## src/rtl/inbound_inv_decode.sv

```systemverilog
module inbound_inv_decode #(
  parameter int ADDR_W      = 64,
  parameter int MEM_AW      = 40,
  parameter int IO_AW       = 25,
  parameter int MEM_TOP_MAX = 252
) (
  input  logic [1:0]        cmd_kind,
  input  logic [ADDR_W-1:0] addr,
  input  logic              dual_addr,
  input  logic [MEM_AW-1:0] mem_base,
  input  logic [MEM_AW-1:0] mem_limit,
  input  logic [MEM_AW-1:0] pref_base,
  input  logic [MEM_AW-1:0] pref_limit,
  input  logic [IO_AW-1:0]  io_base,
  input  logic [IO_AW-1:0]  io_limit,
  input  logic              vga_en,
  input  logic              isa_en,
  input  logic              master_en,
  output logic              claim,
  output logic [2:0]        reason
);
  localparam int HIW = MEM_AW - 32;
  localparam logic [HIW-1:0]    TOP_MAX = HIW'(MEM_TOP_MAX);
  localparam logic [MEM_AW-1:0] VGA_LO  = MEM_AW'(40'h00_000A_0000);
  localparam logic [MEM_AW-1:0] VGA_HI  = MEM_AW'(40'h00_000B_FFFF);

  localparam logic [2:0] RS_CLAIM = 3'd0, RS_NOTGT = 3'd1, RS_SPACE = 3'd2,
                         RS_WIN = 3'd3, RS_VGA = 3'd4, RS_MOFF = 3'd5;

  wire is_mem = (cmd_kind == 2'd1);
  wire is_io  = (cmd_kind == 2'd2);

  wire [ADDR_W-1:0] eff = dual_addr ? addr : {{(ADDR_W-32){1'b0}}, addr[31:0]};
  wire [MEM_AW-1:0] ma  = eff[MEM_AW-1:0];

  wire mem_space = (eff[ADDR_W-1:MEM_AW] == '0) && (eff[MEM_AW-1:32] <= TOP_MAX);
  wire mem_win   = (ma >= mem_base  && ma <= mem_limit) ||
                   (ma >= pref_base && ma <= pref_limit);
  wire mem_vga   = vga_en && ma >= VGA_LO && ma <= VGA_HI;

  wire [IO_AW-1:0] ia = addr[IO_AW-1:0];
  wire [9:0]       lo10 = addr[9:0];
  wire io_space  = (addr[31:IO_AW] == '0);
  wire io_low    = (addr[31:16] == '0);
  wire isa_hole  = isa_en && io_low && (addr[9:8] != 2'b00);
  wire io_win    = !isa_hole && ia >= io_base && ia <= io_limit;
  wire io_vga    = vga_en && io_low &&
                   ((lo10 >= 10'h3B0 && lo10 <= 10'h3BB) ||
                    (lo10 >= 10'h3C0 && lo10 <= 10'h3DF));

  wire in_space = is_mem ? mem_space : io_space;
  wire in_win   = is_mem ? mem_win   : io_win;
  wire in_vga   = is_mem ? mem_vga   : io_vga;

  always_comb begin
    if (!(is_mem || is_io)) reason = RS_NOTGT;
    else if (!in_space)     reason = RS_SPACE;
    else if (in_win)        reason = RS_WIN;
    else if (in_vga)        reason = RS_VGA;
    else if (!master_en)    reason = RS_MOFF;
    else                    reason = RS_CLAIM;
  end

  assign claim = (reason == RS_CLAIM);

  always_comb begin
    if (claim) begin
      a_r1_claim_cmd: assert (cmd_kind == 2'd1 || cmd_kind == 2'd2);
      a_r12_claim_master: assert (master_en);
    end
    if (claim && is_mem && dual_addr)
      a_r3_claim_top_zero: assert (addr[ADDR_W-1:MEM_AW] == '0);
    if (claim && is_mem && vga_en)
      a_r7_claim_not_vga_mem: assert (eff[MEM_AW-1:17] != 'd5);
    if (claim && is_io)
      a_r8_claim_io_space: assert (addr[31:IO_AW] == '0);
    if (claim && is_io && vga_en && addr[31:16] == '0)
      a_r10_claim_not_vga_io: assert (!(addr[9:4] == 6'h3C || addr[9:4] == 6'h3D ||
                                        (addr[9:4] == 6'h3B && addr[3:2] != 2'b11)));
  end
endmodule

```

## config.mk

```make
export PLATFORM = sky130hd
export DESIGN_NAME = inbound_inv_decode
export DESIGN_NICKNAME = d
export VERILOG_FILES = /design/src/rtl/inbound_inv_decode.sv
export SDC_FILE = /design/constraint.sdc
export NUM_CORES = 1
export LEC_CHECK = 0
export BUFFER_PORTS_ARGS = -buffer_cell sky130_fd_sc_hd__buf_2
export CORE_ASPECT_RATIO = 1.75
export CORE_MARGIN = 3
export CORE_UTILIZATION = 49
export DETAILED_ROUTE_END_ITERATION = 12
export GPL_TIMING_DRIVEN = 0
export PLACE_DENSITY = 0.95
export SLEW_MARGIN = 15
export SYNTH_ARGS = -nofsm -noshare
export SYNTH_HDL_FRONTEND = slang
export SYNTH_SLANG_ARGS = --single-unit
```

## constraint.sdc

```tcl
create_clock -name vclk -period 2.65
set_input_delay 0.1325 -clock vclk [all_inputs]
set_output_delay 0.1325 -clock vclk [all_outputs]
set_load 0.02 [all_outputs]
```

==> results of run 1 <==
-- cells by family (layout without fill, tap and decap cells) --
logic type	count (synthesis)	count (layout)	share of synthesized area (%)
and+or+nand+nor	180	180	17.4
AOI/OAI and AO/OA	180	180	20.9
muxes	1	1	0.202
adders and majority gates	211	211	47.4
buffers and inverters	210	506	14.1
-- layer usage --
layer  vias to the layer above  part of all wire [%]  global-route usage (%)
met4                         0                   6.6                    16.9
met5                         -                     0                       0
met2                       335                    51                    58.0
met3                       108                   6.3                    3.48
met1                      3171                    36                    33.2
li1                       3387                     -                       -
-- worst max path at each step --
stage	start	endpoint	slack (ns)
final	dual_addr	reason[0]	-0.15
after global routing	dual_addr	reason[0]	-0.22
after CTS	pref_limit[26]	reason[0]	-0.17
after detailed placement	dual_addr	claim	-0.64
after global placement	dual_addr	claim	-0.59
after floorplan	addr[0]	claim	0.04
-- cells in the mapped netlist (4+ instances only) --
| cell type | instances | area share (%) |
|---|---|---|
| a211oi_1 | 5 | 0.67 |
| a21o_1 | 23 | 3.1 |
| a21oi_1 | 78 | 7.0 |
| a221o_1 | 4 | 0.72 |
| a221oi_1 | 4 | 0.63 |
| a41o_1 | 4 | 0.72 |
| and2_1 | 10 | 1.1 |
| ha_1 | 211 | 47 |
| inv_1 | 210 | 14 |
| nand2_1 | 41 | 2.8 |
| nand2b_1 | 4 | 0.45 |
| nand3_1 | 17 | 1.5 |
| nand4_1 | 45 | 5.1 |
| nor2_1 | 17 | 1.1 |
| nor2b_1 | 4 | 0.45 |
| nor3_1 | 9 | 0.81 |
| nor4_1 | 18 | 2.0 |
| o211ai_1 | 4 | 0.54 |
| o21ai_0 | 23 | 2.1 |
-- final cells by class --
class,count,area (µm²),share of cell area (%)
Tap cell,130,163,2.14
Timing Repair Buffer,296,1580,20.8
Multi-Input combinational cell,572,5060,66.6
Inverter,210,797,10.5
-- power by group through the flow --
stage	clock network [mW]	registers, mW	logic (mW)
floorplan	0	0	0.580
global placement	0	0	0.975
detailed placement	0	0	1.02
CTS	0	0	1.08
global route	0	0	1.28
finish	0	0	1.14
-- stage by stage --
step | total power, mW | utilization, % | TNS [ns] | cell area, µm² | worst slack, ns
final | 1.14 | 69.8 | -0.476 | 7600 | -0.154
after global routing | 1.28 | 69.8 | -0.761 | 7600 | -0.222
after CTS | 1.08 | 68.5 | -0.540 | 7460 | -0.166
after detailed placement | 1.02 | 65.8 | -2.26 | 7160 | -0.642
after global placement | 0.975 | 65.8 | -1.98 | 7160 | -0.595
after floorplan | 0.580 | - | 0 | 5580 | 0.0439
-- timing repair --
item	CTS	global route
pin swaps	20	22
resized for setup	59	18
setup buffers	5	7
setup endpoints to repair	4	4
==> impl_metrics.csv, run 1 <==
group,metric,value,unit
die,die_area,0.0127,mm²
worst_setup_path,crit_arrival,2.67,ns
die,die_h,147,µm
placement,gp_congestion,0.991,
sta,slew_violations,0,
worst_setup_path,setup.worst_path.end_class,"output pin",
power,switchingPower,0.603,mW
synthesis,ys_types,48,
global_route,antenna_found_initial,0,
detailed_routing,vias,7001,
worst_hold_path,hold_path_depth,4,
synthesis,netlist_instances,782,
sta,setup_ws,-0.154,ns
global_route,grt_max_degree,10,
placement,portBuffers,284,
sta,hold_violations,0,
detailed_routing,drt-total-wl,21500,µm
detailed_routing,drc,0,
outcome,violations,"negative setup slack",
synthesis,avgSynthCellArea,7.13,µm²
detailed_routing,vias_per_cell,5.80,
worst_hold_path,hp-start,"master_en",
die,num_rows,50,
detailed_routing,drt_iter0_markers,248,
worst_setup_path,path_delay_family,"compound AO/OA/AOI/OAI gates",
sta,clock.fmax,357,MHz
synthesis,yosys_warnings,0,
sta,rsz0062_at_grt,"yes",
die,ios,284,
power,powerDensity,150,mW/mm²
worst_setup_path,cp_max_fo,9,
cells_and_area,nFlopsAndLatches,0,
power,swShare,52.8,%
synthesis,netlist_area,0.00557,mm²
cells_and_area,register_area,0,µm²
worst_setup_path,worst-path-stages,12,
die,floorplan.initialDensity,51.2,%
worst_hold_path,whs_endpoint,"reason[0]",
power,power_frac_seq,0,%
cells_and_area,final_cell_mix,"buf_2, inv_1, ha_1",
placement,hpwl,18100,µm
global_route,grt_first_pass_wirelength,32200,µm
die,die_x,86.6,µm
worst_setup_path,max_stage_delay,0.51,ns
worst_setup_path,path_cells,"buf_6, and2_4, ha_1, nand4_1, buf_4, buf_4, a211oi_1, or4_4, o31a_1, o32ai_4, o41a_2, buf_6",
power,p_leak,4.78,nW
cells_and_area,drive_gt1_share,31.5,%
sta,fin_crit_sh,106,%
cells_and_area,final_nets,1571,
power,internal_power,0.540,mW
sta,worstMarginPinSlew,0.533,ns
global_route,grtUsageTotal,31.2,%
cells_and_area,fillCellCount,839,
placement,dp_cells,1196,
sta,maxSlewHeadroom,64.1,%
outcome,outcome,"complete, but fails checks",
cells_and_area,final_common_cell,"buf_2",
cells_and_area,layout-area-overhead-vs-synth,36.4,%
detailed_routing,firstDrtPassIters,8,
synthesis,synth_nets,1273,
clocking,cts_hold_buf,0,
detailed_routing,antenna_left,0,
cells_and_area,clock_buffers,0,
worst_setup_path,crit_buf_inv,4,
worst_hold_path,worstHoldPathType,"input pin to output pin",
worst_setup_path,cp_slowest_cell,"or4_4",
power,combPwrFrac,100.0,%
power,peakVddDrop,0.0956,mV
sta,period_minus_slack,2.80,ns
global_route,grt_overflow,0,
cells_and_area,fin_cells,1208,
synthesis,yosysSeqAreaShare,0,%
sta,finalHoldWorstSlack,0.761,ns
power,pwr-share-clk,0,%
worst_setup_path,required,2.52,ns
cells_and_area,antenna_cells,0,
sta,timing.final.setup_violations,4,
detailed_routing,wire_per_inst,17.8,µm
run,drv_cap,0,
worst_setup_path,criticalPathCategory,"input pin to output pin",
worst_setup_path,setup.worst_path.start_class,"input pin",
die,core_area,0.0109,mm²
global_route,grt_pass1_vias,6998,
Note: power is estimated with default switching activity, not from simulation.
==> run 2, diff against run 1 <==
CORE_UTILIZATION = 40   (was 49)
PLACE_DENSITY = 0.83   (was 0.95)
RECOVER_POWER = 100   (was not set)
==> run 2 against run 1 <==
Effect of this change:
- the flow still finishes with violations (negative setup slack)
- final cell count rose by 3.8%
- via count fell by 4.0%
- critical path depth fell by 2
- final area rose by 0.63%
- global-route usage is 5.8 points lower
- combinational power barely moved
- clock-buffer cell count unchanged
- non-clock buffer count unchanged
- flip-flop and latch count is the same
==> impl_metrics.csv, run 2 (synthesis results as in run 1) <==
group,metric,value,unit
die,die_area,0.0154,mm²
outcome,outcome,"complete, but fails checks",
cells_and_area,fin_area,0.00765,mm²
worst_hold_path,worstHoldPathType,"input pin to output pin",
cells_and_area,register_area,0,µm²
run,drv_cap,0,
power,p_leak,4.78,nW
placement,place_ws,-0.701,ns
sta,period_minus_slack,2.73,ns
power,total_power,1.12,mW
cells_and_area,fillCellCount,1284,
die,ios,284,
worst_setup_path,required,2.52,ns
global_route,grt_pass1_vias,6783,
global_route,grt_max_degree,10,
die,floorplan.initialDensity,41.2,%
worst_setup_path,criticalPathCategory,"input pin to output pin",
cells_and_area,fin_util,56.6,%
placement,place_area,0.00722,mm²
worst_setup_path,cp_max_fo,4,
cells_and_area,clock_buffers,0,
sta,worstMarginPinSlew,0.691,ns
cells_and_area,fin_cells,1254,
global_route,grt_overflow,0,
detailed_routing,firstDrtPassIters,5,
worst_setup_path,crit_arrival,2.60,ns
detailed_routing,antenna_left,0,
die,num_rows,56,
power,pwr-share-clk,0,%
sta,slew_violations,0,
power,peakVddDrop,0.0760,mV
worst_setup_path,setup.worst_path.end_class,"output pin",
sta,finalHoldWorstSlack,0.758,ns
outcome,violations,"negative setup slack",
cells_and_area,layout-area-overhead-vs-synth,37.3,%
detailed_routing,drt-total-wl,21000,µm
cells_and_area,multiInputGateArea,0.00502,mm²
power,powerDensity,146,mW/mm²
cells_and_area,nFlopsAndLatches,0,
placement,portBuffers,284,
power,swShare,52.2,%
global_route,antenna_found_initial,4,
cells_and_area,final_common_cell,"buf_2",
detailed_routing,wire_per_inst,16.8,µm
placement,hpwl,18500,µm
die,die_x,95.2,µm
die,core_area,0.0135,mm²
sta,timing.final.setup_violations,4,
sta,clock.fmax,366,MHz
sta,maxSlewHeadroom,53.5,%
cells_and_area,drive_gt1_share,31.0,%
placement,dp_cells,1240,
power,power_frac_seq,0,%
sta,hold_violations,0,
sta,final.setup.tns,-0.180,ns
worst_setup_path,setup.worst_path.start_class,"input pin",
worst_hold_path,hp-start,"master_en",
detailed_routing,drt_iter0_markers,206,
sta,fin_crit_sh,103,%
clocking,cts_hold_buf,0,
worst_setup_path,critPathLaunch,"addr[25]",
power,combPwrFrac,100.0,%
cells_and_area,final_cell_mix,"buf_2, inv_1, ha_1",
power,internal_power,0.533,mW
cells_and_area,final_nets,1571,
placement,gp_congestion,0.930,
power,switchingPower,0.583,mW
sta,setup_ws,-0.0837,ns
sta,rsz0062_at_grt,"yes",
global_route,grt_first_pass_wirelength,31300,µm
detailed_routing,drc,0,
global_route,grtUsageTotal,25.4,%
detailed_routing,vias,6724,
die,die_h,162,µm
detailed_routing,vias_per_cell,5.36,
[run 2: cell types whose count changed in the layout (fill, tap and decap cells not counted), moves of 2 or more]
cell     delta
nor4_1      +3
buf_2       -2
diode_2     +2
inv_2       +2
inv_4       -2
nor4_2      -2
o21ai_2     -2
[run 2: final timing paths]
path / endpoint / slack, ns / depth (start not counted)
setup / recovery: reason[1] / -0.08 / 10
hold / removal: claim / 0.76 / 4
[run 2: area by class of cell]
type                       instances  share of cell area [%]
antenna                            2                  0.0654
tap                              174                    2.85
multi-input combinational        572                    65.6
timing repair buffer             296                    21.1
inverter                         210                    10.4
[run 2: per-layer routing]
| metal | GRT usage, % | part of all wire, % | vias up |
|---|---|---|---|
| li1 | - | - | 3401 |
| met1 | 28.3 | 38 | 3024 |
| met2 | 48.0 | 52 | 230 |
| met3 | 2.69 | 5.2 | 65 |
| met4 | 9.46 | 4.5 | 4 |
| met5 | 0 | 0.076 | - |
[run 2: worst max-delay path, stage by stage]
cell	delay, ns
buf_8	0.11
ha_1	0.30
a21o_1	0.19
a221o_1	0.37
a22o_1	0.20
or4_1	0.48
o31a_1	0.30
o32ai_4	0.18
o21a_1	0.21
buf_6	0.13
[run 2: timing repair]
| action | 4_1_cts | 5_1_grt |
|---|---|---|
| buffers inserted | 7 | 4 |
| endpoints found under the setup margin | 4 | 4 |
| cloned | 0 | 1 |
| resized for setup | 62 | 7 |
| pin swaps | 21 | 12 |
[run 2: power by group through the flow]
stage	combinational (mW)	clock [mW]	sequential, mW
final	1.12	0.000000101	0
after global routing	1.27	0.000000101	0
after global placement	0.986	0	0
after floorplan	0.580	0	0
after CTS	1.09	0	0
after detailed placement	1.03	0	0
==> run 3, diff against run 2 <==
PLACE_DENSITY = 0.72   (was 0.83)
==> run 3 against run 2 <==
Effect of this change:
- the run still ends with negative setup slack left
- via count fell by 2.7%
- global-route usage fell by 0.73 points
- die area did not move
- first-iteration DRC count fell by 6.3%
- critical path depth rose by 1
- non-clock buffer count fell by 2
- clock-buffer cell count did not move
- hold slack got worse by 0.010 ns
- sequential share of layout area did not move
- wire length fell by 3.0%
- core utilization rose by 0.73 points
- worst setup slack improved by 0.0084 ns
- critical path type unchanged
- largest cell class unchanged
==> impl_metrics.csv, run 3 (synthesis results as in run 1) <==
group,metric,value,unit
sta,maxSlewHeadroom,59.8,%
placement,hpwl,17900,µm
worst_setup_path,cpMostUsedCell,"nand4_1",
detailed_routing,drc,0,
sta,timing.final.setup_violations,3,
global_route,grt_max_degree,10,
worst_setup_path,path_cells,"buf_2, and2_4, ha_1, nand4_1, nor3_4, nand4_1, a21oi_1, o31a_1, o32ai_4, o41a_2, buf_6",
worst_setup_path,setup.worst_path.end_class,"output pin",
cells_and_area,clock_buffers,0,
global_route,grt_overflow,0,
global_route,grt_first_pass_wirelength,30000,µm
cells_and_area,final_nets,1569,
cells_and_area,fillCellCount,1315,
die,num_rows,56,
worst_setup_path,criticalPathCategory,"input pin to output pin",
worst_setup_path,setup.worst_path.start_class,"input pin",
global_route,grt_pass1_vias,6307,
worst_setup_path,crit_buf_inv,2,
worst_setup_path,crit_arrival,2.59,ns
cells_and_area,final_cell_mix,"buf_2, inv_1, ha_1",
placement,portBuffers,284,
sta,worstMarginPinSlew,0.597,ns
sta,slew_violations,0,
sta,final.setup.tns,-0.137,ns
worst_setup_path,path_delay_family,"compound AO/OA/AOI/OAI gates",
cells_and_area,multiInputGateArea,0.00517,mm²
global_route,grtUsageTotal,24.7,%
die,floorplan.initialDensity,41.2,%
sta,period_minus_slack,2.73,ns
worst_hold_path,worstHoldPathType,"input pin to output pin",
sta,hold_violations,0,
power,p_leak,4.77,nW
worst_setup_path,cp_slowest_cell,"o41a_2",
detailed_routing,vias_per_cell,5.23,
outcome,violations,"negative setup slack",
die,die_h,162,µm
outcome,outcome,"complete, but fails checks",
power,peakVddDrop,0.0717,mV
cells_and_area,register_area,0,µm²
sta,rsz0062_at_grt,"yes",
run,drv_cap,0,
detailed_routing,vias,6544,
power,powerDensity,145,mW/mm²
die,die_x,95.2,µm
cells_and_area,drive_gt1_share,32.4,%
global_route,antenna_found_initial,4,
die,core_area,0.0135,mm²
sta,fin_crit_sh,103,%
die,ios,284,
detailed_routing,drt_iter0_markers,193,
cells_and_area,nFlopsAndLatches,0,
worst_setup_path,cp_max_fo,5,
detailed_routing,firstDrtPassIters,4,
placement,gp_congestion,0.867,
worst_setup_path,required,2.52,ns
sta,clock.fmax,367,MHz
detailed_routing,wire_per_inst,16.3,µm
cells_and_area,fin_util,57.3,%
placement,place_ws,-0.535,ns
worst_setup_path,max_stage_delay,0.50,ns
detailed_routing,antenna_left,0,
die,die_area,0.0154,mm²
sta,setup_ws,-0.0753,ns
detailed_routing,drt-total-wl,20400,µm
cells_and_area,final_common_cell,"buf_2",
cells_and_area,layout-area-overhead-vs-synth,39.0,%
## run 3: through the flow
| step | cells | hold WS [ns] | area (µm²) | power [mW] |
|---|---|---|---|---|
| floorplan | 782 | 0.524 | 5580 | 0.580 |
| global placement | 1240 | 0.745 | 7220 | 0.990 |
| detailed placement | 1240 | 0.748 | 7220 | 1.01 |
| CTS | 1243 | 0.751 | 7520 | 1.08 |
| global route | 1252 | 0.770 | 7750 | 1.28 |
| finish | 1252 | 0.748 | 7750 | 1.13 |
## run 3: layout make-up
type / instances / share of cell area (%)
antenna: 2 / 0.0646
tap: 174 / 2.81
inverter: 210 / 10.2
timing repair buffer: 294 / 20.2
multi-input combinational: 572 / 66.7
## run 3: per-layer routing
layer,wire length (µm),vias to the layer above,global-route usage (%)
met5,23,-,0
met4,680,4,5.65
met3,1090,42,3.06
met2,10700,195,46.8
met1,7910,2914,28.6
li1,-,3389,-
## run 3: where the power goes
| part | internal [mW] | switching [mW] | total, mW |
|---|---|---|---|
| clock | 0.000000101 | 0 | 0.000000101 |
| sequential | 0 | 0 | 0 |
| combinational | 0.541 | 0.585 | 1.13 |
## run 3: final timing paths
| kind | startpoint | endpoint | cells past startpoint |
|---|---|---|---|
| setup / recovery | addr[37] | reason[0] | 11 |
| hold / removal | master_en | reason[0] | 4 |
## run 3: repair_timing
action	4_1_cts	5_1_grt
setup endpoints to repair	4	4
hold buffers	0	0
resized for setup	65	22
buffers inserted	3	7
pin swaps	17	23
